$ cat src/rtl/fsg_pkg.sv
package fsg_pkg;

   typedef enum logic [1:0] {
      LAY_SEQ   = 2'd0,
      LAY_SPLIT = 2'd1,
      LAY_SLOT  = 2'd2,
      LAY_GCI   = 2'd3
   } layout_e;

   // Resolve the requested pulse shape against what the layout permits.
   function automatic logic eff_delayed(layout_e lay, logic req);
      case (lay)
         LAY_SPLIT: return 1'b1;
         LAY_GCI:   return 1'b0;
         default:   return req;
      endcase
   endfunction

endpackage

$ cat src/rtl/fsg_bit_timer.sv
module fsg_bit_timer #(
   parameter int CLK_PER_BIT    = 4,
   parameter int BITS_PER_FRAME = 32,
   localparam int CW = (CLK_PER_BIT > 1) ? $clog2(CLK_PER_BIT) : 1,
   localparam int BW = $clog2(BITS_PER_FRAME)
) (
   input  logic          clk,
   input  logic          rst_n,
   input  logic          run,
   output logic          tick,
   output logic [BW-1:0] bit_idx
);

   localparam logic [CW-1:0] CLK_LAST = CW'(CLK_PER_BIT - 1);
   localparam logic [BW-1:0] BIT_LAST = BW'(BITS_PER_FRAME - 1);

   logic [CW-1:0] clk_cnt;

   always_ff @(posedge clk or negedge rst_n) begin
      if (!rst_n) begin
         clk_cnt <= '0;
         bit_idx <= '0;
      end else if (!run) begin
         clk_cnt <= '0;
         bit_idx <= '0;
      end else if (clk_cnt == CLK_LAST) begin
         clk_cnt <= '0;
         bit_idx <= (bit_idx == BIT_LAST) ? '0 : bit_idx + 1'b1;
      end else begin
         clk_cnt <= clk_cnt + 1'b1;
      end
   end

   assign tick = run && (clk_cnt == '0);

endmodule

$ cat src/rtl/fsg_sync_shaper.sv
module fsg_sync_shaper #(
   parameter int BITS_PER_FRAME = 32,
   parameter int SLOT_BITS      = 8,
   parameter int NPULSE         = 2,
   localparam int BW = $clog2(BITS_PER_FRAME)
) (
   input  logic              run,
   input  logic              delayed,
   input  logic [BW-1:0]     bit_idx,
   output logic [NPULSE-1:0] fs
);

   for (genvar i = 0; i < NPULSE; i++) begin : g_pulse
      localparam int START = i * SLOT_BITS;
      localparam int PRE   = (START + BITS_PER_FRAME - 1) % BITS_PER_FRAME;
      logic [BW-1:0] rel;
      logic          in_slot;
      logic          at_pre;
      assign rel     = bit_idx - BW'(START);
      assign in_slot = rel < BW'(SLOT_BITS);
      assign at_pre  = bit_idx == BW'(PRE);
      assign fs[i]   = run && (delayed ? at_pre : in_slot);
   end

endmodule

$ cat src/rtl/fsg_dclk_div.sv
module fsg_dclk_div #(
   parameter int DIV = 64,
   localparam int DW   = $clog2(DIV),
   localparam int HALF = DIV / 2
) (
   input  logic clk,
   input  logic rst_n,
   input  logic run,
   output logic dclk,
   output logic dclk_tick
);

   logic [DW-1:0] cnt;

   always_ff @(posedge clk or negedge rst_n) begin
      if (!rst_n)
         cnt <= '0;
      else if (!run || cnt == DW'(DIV - 1))
         cnt <= '0;
      else
         cnt <= cnt + 1'b1;
   end

   assign dclk      = run && (cnt >= DW'(HALF));
   assign dclk_tick = run && (cnt == DW'(HALF));

endmodule

$ cat src/rtl/fsync_master_gen.sv
module fsync_master_gen #(
   parameter int CLK_PER_BIT    = 4,
   parameter int BITS_PER_FRAME = 32,
   parameter int SLOT_BITS      = 8
) (
   input  logic       clk,
   input  logic       rst_n,
   input  logic       enable,
   input  logic       delayed_sel,
   input  logic [1:0] layout_sel,
   output logic       bit_tick,
   output logic       fs_first,
   output logic       fs_second,
   output logic       dclk,
   output logic       dclk_tick
);
   import fsg_pkg::*;

   localparam int BW       = $clog2(BITS_PER_FRAME);
   localparam int DCLK_DIV = CLK_PER_BIT * BITS_PER_FRAME / 2;
   localparam int MIN_BITS = 26;

   if (CLK_PER_BIT < 2) begin : g_bad_cpb
      $error("CLK_PER_BIT must be at least 2");
   end
   if (BITS_PER_FRAME < MIN_BITS) begin : g_bad_bpf
      $error("BITS_PER_FRAME too short for the longest layout");
   end
   if ((CLK_PER_BIT * BITS_PER_FRAME) % 4 != 0) begin : g_bad_div
      $error("frame length in clocks must split into two even D clock periods");
   end
   if (2 * SLOT_BITS > BITS_PER_FRAME) begin : g_bad_slot
      $error("two slots must fit in a frame");
   end

   logic    run_q;
   layout_e lay_q;
   logic    dly_req_q;
   logic    dly_eff;
   logic [BW-1:0] bit_idx;
   logic [1:0]    fs_vec;

   always_ff @(posedge clk or negedge rst_n) begin
      if (!rst_n) begin
         run_q     <= 1'b0;
         lay_q     <= LAY_SEQ;
         dly_req_q <= 1'b0;
      end else begin
         run_q <= enable;
         if (enable && !run_q) begin
            lay_q     <= layout_e'(layout_sel);
            dly_req_q <= delayed_sel;
         end
      end
   end

   assign dly_eff = eff_delayed(lay_q, dly_req_q);

   fsg_bit_timer #(
      .CLK_PER_BIT   (CLK_PER_BIT),
      .BITS_PER_FRAME(BITS_PER_FRAME)
   ) u_timer (
      .clk    (clk),
      .rst_n  (rst_n),
      .run    (run_q),
      .tick   (bit_tick),
      .bit_idx(bit_idx)
   );

   fsg_sync_shaper #(
      .BITS_PER_FRAME(BITS_PER_FRAME),
      .SLOT_BITS     (SLOT_BITS),
      .NPULSE        (2)
   ) u_shaper (
      .run    (run_q),
      .delayed(dly_eff),
      .bit_idx(bit_idx),
      .fs     (fs_vec)
   );

   assign fs_first  = fs_vec[0];
   assign fs_second = fs_vec[1];

   fsg_dclk_div #(
      .DIV(DCLK_DIV)
   ) u_dclk (
      .clk      (clk),
      .rst_n    (rst_n),
      .run      (run_q),
      .dclk     (dclk),
      .dclk_tick(dclk_tick)
   );

endmodule

$ cat config.mk
export PLATFORM = sky130hd
export DESIGN_NAME = fsync_master_gen
export DESIGN_NICKNAME = d
export VERILOG_FILES = /design/src/rtl/fsg_pkg.sv /design/src/rtl/fsg_bit_timer.sv /design/src/rtl/fsg_sync_shaper.sv /design/src/rtl/fsg_dclk_div.sv /design/src/rtl/fsync_master_gen.sv
export SDC_FILE = /design/constraint.sdc
export NUM_CORES = 1
export LEC_CHECK = 0
export CAP_MARGIN = 20
export CORE_ASPECT_RATIO = 0.8
export CORE_MARGIN = 4
export CORE_UTILIZATION = 40
export CTS_CLUSTER_SIZE = 16
export DETAILED_ROUTE_END_ITERATION = 8
export SLEW_MARGIN = 0
export SYNTH_ARGS = -nofsm -noshare
export SYNTH_HDL_FRONTEND = slang
export SYNTH_SLANG_ARGS = --single-unit
$ cat constraint.sdc
create_clock -name clk -period 4 [get_ports clk]
set_input_delay 1.2 -clock clk [delete_from_list [all_inputs] [get_ports clk]]
set_output_delay 1.2 -clock clk [all_outputs]
set_load 0.01 [all_outputs]
Yosys cells after proc, flatten, opt, wreduce, memory -nomap -nowiden
Cells that the tools add are included.
{"block": "op_classes", "addsub": 4, "mul": 0, "n_div": 0, "n_lt_le_gt_ge": 3, "n_eq_ne": 8, "shifts": 0, "mux": 9, "bitwise": 0, "n_reduce_logical": 9}
{"cell": "5-bit 2-to-1 mux", "count": 3}
{"cell": "6-bit == test (second input constant)", "count": 2}
{"cell": "5-bit by 4-bit < comparator with 1-bit output (second input constant)", "count": 2}
{"cell": "6-bit by 1-bit adder with 6-bit output (second input constant)", "count": 1}
{"cell": "6-bit greater-or-equal comparator (second input constant)", "count": 1}
{"cell": "1-bit logical AND", "count": 6}
{"cell": "6-bit 2-to-1 mux", "count": 1}
{"cell": "5-bit by 1-bit adder with 5-bit output (second input constant)", "count": 1}
{"cell": "5-bit by 3-bit == test with 1-bit output (second input constant)", "count": 1}
{"cell": "5-bit == test (second input constant)", "count": 1}
{"cell": "5-bit by 4-bit subtractor with 5-bit output (second input constant)", "count": 1}
{"cell": "2-bit == test (second input constant)", "count": 2}
{"cell": "2-bit 2-to-1 mux", "count": 2}
{"cell": "2-bit by 1-bit adder with 2-bit output (second input constant)", "count": 1}
{"cell": "2-bit by 1-bit == test with 1-bit output (second input constant)", "count": 1}
{"cell": "2-bit zero test", "count": 1}
{"cell": "1-bit 2-to-1 mux", "count": 2}
{"cell": "2-bit by 1-bit != test with 1-bit output (second input constant)", "count": 1}
{"cell": "1-bit case mux with 2 select lines", "count": 1}
{"cell": "1-bit zero test", "count": 1}
{"cell": "1-bit logical OR", "count": 1}
{"block": "word_totals", "register_bits": 17, "latchBits": 0, "ram_bits": 0, "rom_bits": 0, "output_inout_bits": 5, "memories": 0}

Logic depth before layout (Yosys ltp)
Gate-level depths: netlist of run 1.
{"block": "logic_depth", "word_depth": 4, "ltp_mapped": 6, "ltp_nobuf": 6}

Cells and area by module
A second synthesis of run 1 with hierarchy kept.
{"block": "unflattened", "hier_cells": 84, "area_unflattened_um2": 939.7}
{"module": "fsg_bit_timer", "instances": 1, "cells_each": 35, "area_per_inst_um2": 404.1, "seq_area_each_um2": 175.2}
{"module": "fsg_dclk_div", "instances": 1, "cells_each": 32, "area_per_inst_um2": 312.8, "seq_area_each_um2": 150.1}
{"module": "fsync_master_gen", "instances": 1, "cells_each": 10, "area_per_inst_um2": 172.7, "seq_area_each_um2": 100.1}
{"module": "fsg_sync_shaper", "instances": 1, "cells_each": 7, "area_per_inst_um2": 50.0, "seq_area_each_um2": 0.0}

Least setup slack after synthesis of run 1
Ideal clock, no wire load.
{"block": "synth_path", "kind": "register to output", "from": "reg u_timer.bit_idx[0]", "to": "out fs_first", "t_arrival_ns": 1.477, "t_required_ns": 2.800, "path_slack_ns": 1.323, "path_stages_with_launch": 6, "n_path_buf": 0, "cell_sequence": "dfrtp_1 ha_1 and3_1 ha_1 or3b_1 a21oi_1"}
{"block": "synth_between", "elab_chain_len": 3, "word_cells_on_any_way": 4}
{"item": "start, declared", "line_no": "fsg_bit_timer.sv:11", "text": "output logic [BW-1:0] bit_idx"}
{"item": "start signal, assigned", "line_no": "fsg_bit_timer.sv:28", "text": "bit_idx <= (bit_idx == BIT_LAST) ? '0 : bit_idx + 1'b1;"}
{"item": "5-bit by 4-bit < comparator with 1-bit output / 5-bit == test (equally long branches)", "line_no": "fsg_sync_shaper.sv:20, fsg_sync_shaper.sv:21"}
{"item": "1-bit 2-to-1 mux *", "line_no": "fsg_sync_shaper.sv:22", "text": "assign fs[i] = run && (delayed ? at_pre : in_slot);"}
{"item": "1-bit logical AND *", "line_no": "fsg_sync_shaper.sv:22"}
{"item": "end, declared", "line_no": "fsync_master_gen.sv:12", "text": "output logic fs_first,"}
Mark *: on every way between the ends. The rest lies on a longest branch, timed or not.

Worst setup path in the final report of run 1
Ends and elaborated chain as after synthesis.

==> impl_metrics.toml, run 1 <==
[route]
route.detailed.vias_per_inst = 5.26
ant_nets = 0
wl_per_cell_um = 12.6
wl_um = 1560
drc = 0
drt-pass1-iter-count = 2
drt_iter0_drc = 2
vias = 652

[finish]
instances_no_fill = 124
multi_input_area_um2 = 422
drive_gt1_share_pct = 7.00
nets = 113
antenna_cells = 0
syn2layout_area_growth_pct = 17.9
seq_area_um2 = 425
fillers = 187

[setup_path]
max_stage_delay_ns = 0.54
start_kind = "flip-flop"
critPathArrivalTime_ns = 2.35
path_class = "reg2out"
worst_setup_path_end_kind = "output pin"
cp_slowest_cell = "clkdlybuf4s50_1"
path_delay_family = "buffers and inverters"
worst-path-buf-inv = 1
crit_top_cell = "ha_1"
path_cells = "ha_1, and3_1, ha_1, or3b_1, a21oi_1, clkdlybuf4s50_1"
crit_fanout = 6
required_ns = 2.80

[floorplanning]
start_util_pct = 44.1
die_area_mm2 = 0.00300
num_rows = 14
die_y_um = 49.8
die_width_um = 60.2
io_pins = 11
coreArea_mm2 = 0.00198

[placed_design]
gp_congestion = 0.740
pre_cts_ws_ns = 0.769
dp.cells = 120
portBuffers = 10
dp_hpwl_um = 1190

[power]
seqPwrFrac_pct = 58.9
intPower_w = 0.000242
clock_power_share_pct = 28.2
p_sw_share_pct = 24.9
pwr-share-comb_pct = 12.9
irDropWorstVdd_mv = 0.198
p_leak_nw = 0.447
p_sw_w = 0.0000799
p_per_area_mw_per_mm2 = 312
power_w = 0.000321

[sta]
setup_ws_ns = 0.449
timing.slew.headroom_pct = 49.1
rsz0062_at_grt = "false"
min_period_ns = 3.55
fin_skew_ns = 0.00762
period_share_pct = 88.8
finalSetupViolCount = 0
hold_viol = 0
maxSlewViolCount = 0
tns_ns = 0
worst_slew_pin_slew_ns = 0.761
fmax_mhz = 282

[clocking]
cts_tree = "yes"
postCtsHoldBufs = 0
clockRootBuffer = "clkbuf_4"
cts_buffers = 3
clock_sink_count = 17
htree_num_levels = 1
clockBufferDepth = 2
clock_latency_ns = 0.29
cts_setup_buffers = 0
post_cts_resized = 0
clkTransAtPathRegs_ns = 0.10

[grt]
grt-ovfl-total = 0
grt_pass1_vias = 603
grt_pass1_wl_um = 2680
antenna_found_initial = 0
grt_max_degree = 18
grt_usage_pct = 12.0

[synthesis]
synth_area_um2 = 873
yosys_warnings = 0
seq_area_frac_synth_pct = 48.7
yosys_register_bits = 17
ys_types = 28
synthCells = 86
synth_nets = 98
syn_avg_cell_area_um2 = 10.2

[status]
outcome = "finished clean"

[job]
drv_cap = 0

[worst_hold_path]
hold_path.class = "reg2reg"
placed cells by master, fill, tap and decap left out, types with 2 or more instances in the layout:
cell             synthesis  layout
clkbuf_4                 0       3
o21ai_1                  4       4
or3_1                    2       2
ha_1                     6       6
mux2i_1                  2       2
inv_1                    6       6
clkdlybuf4s50_1          0      10
a21oi_1                  3       3
mux2_1                   3       3
nand2_1                  5       5
a31oi_1                  2       2
xor2_1                   2       2
dfrtp_1                 17      17
and2_1                   4       4
nand3_1                  5       5
nor2_1                  11      11
metrics by stage:
stage,hold WS (ns),util [%],instance area (um2)
after floorplan,0.424,-,873
after global placement,0.449,50.7,1000
after detailed placement,0.449,50.7,1000
after CTS,0.471,52.0,1030
after global routing,0.494,52.0,1030
final,0.470,52.0,1030
worst register-to-register path, delay by kind of cell, from the launching register on:
| family | cells | cell delay (ns) |
|---|---|---|
| and+or+nand+nor | 3 | 0.68 |
| adders and majority gates | 2 | 0.48 |
| DFF | 1 | 0.43 |
| AOI/OAI and AO/OA | 1 | 0.12 |
layout make-up:
| type | count | share of cell area, % |
|---|---|---|
| inverter | 7 | 2.55 |
| clock buffer | 4 | 2.55 |
| sequential | 17 | 41.3 |
| timing repair buffer | 10 | 9.72 |
| tap | 24 | 2.92 |
| multi-input combinational | 62 | 40.9 |
registers in the layout (all words and copies together), names as in the netlist:
signal and flops:
lay_q 2, dly_req_q 1, u_timer.clk_cnt 2, u_timer.bit_idx 5, run_q 1, u_dclk.cnt 6
metal layers:
| layer | track usage [%] | part of all wire [%] | routed length [um] |
|---|---|---|---|
| met3 | 5.48 | 4.3 | 68 |
| met2 | 17.8 | 43 | 679 |
| met5 | 0 | 0 | 0 |
| met4 | 2.21 | 0.51 | 8 |
| met1 | 15.9 | 52 | 807 |
synthesized netlist by cell type:
cell,instances,share of area (%)
nor2_1,11,4.7
nor3_1,1,0.57
a211oi_2,1,1.4
and2_1,4,2.9
a21oi_1,3,1.7
inv_1,6,2.6
o21ai_0,1,0.57
nor2b_1,1,0.72
ha_1,6,8.6
mux2i_1,2,2.3
and3_1,1,0.72
xnor2_1,1,1.0
nand2_1,5,2.1
inv_2,1,0.43
mux2_1,3,3.9
and2_4,1,1.0
nand2b_1,1,0.72
dfrtp_1,17,49
xor2_1,2,2.0
or3b_1,1,1.0
nand3b_1,1,0.86
o21ai_1,4,2.3
or4_4,1,1.3
a2bb2oi_1,1,1.0
or3_1,2,1.4
nand3_1,5,2.9
nor4bb_1,1,1.1
a31oi_1,2,1.4
worst paths after layout:
check	endpoint	cells past startpoint	slack, ns	start
min	u_timer.clk_cnt[0]$_DFF_PN0_	1	0.47	u_timer.clk_cnt[0]$_DFF_PN0_
min in group asynchronous	u_timer.bit_idx[1]$_DFFE_PN0P_	1	1.35	rst_n
max in group asynchronous	lay_q[0]$_DFFE_PN0P_	1	2.17	rst_n
max reg2reg	u_timer.bit_idx[3]$_DFFE_PN0P_	6	2.21	u_timer.bit_idx[0]$_DFFE_PN0P_
min reg2reg	u_timer.clk_cnt[0]$_DFF_PN0_	1	0.47	u_timer.clk_cnt[0]$_DFF_PN0_
max	fs_first	6	0.45	u_timer.bit_idx[0]$_DFFE_PN0P_
power groups by stage:
stage               logic [W]  clock network, W  registers, W
global route        0.0000478          0.000105      0.000191
detailed placement  0.0000422                 0      0.000193
floorplan           0.0000248                 0      0.000191
global placement    0.0000418                 0      0.000193
finish              0.0000415         0.0000905      0.000189
CTS                 0.0000427         0.0000960      0.000190
cells by family (layout without fill, tap and decap cells):
family,Yosys count,after routing,synth area share (%)
XOR/XNOR,3,3,3.01
buffers and inverters,7,21,3.01
flip-flops,17,17,48.7
AO/OA/AOI/OAI,12,12,8.45
AND/OR/NAND/NOR,36,36,22.1
multiplexers,5,5,6.16
adder cells (fa/ha/maj),6,6,8.60
Note: power is estimated with default switching activity, not from simulation.
==> run 2: changes to the inputs <==
--- a/config.mk
+++ b/config.mk
@@ -11,6 +11,7 @@
 export CORE_UTILIZATION = 40
 export CTS_CLUSTER_SIZE = 16
 export DETAILED_ROUTE_END_ITERATION = 8
+export GPL_TIMING_DRIVEN = 1
 export SLEW_MARGIN = 0
 export SYNTH_ARGS = -nofsm -noshare
 export SYNTH_HDL_FRONTEND = slang
==> results of run 2 <==
The final DEF is identical to that of run 1; final timing and power are the same.
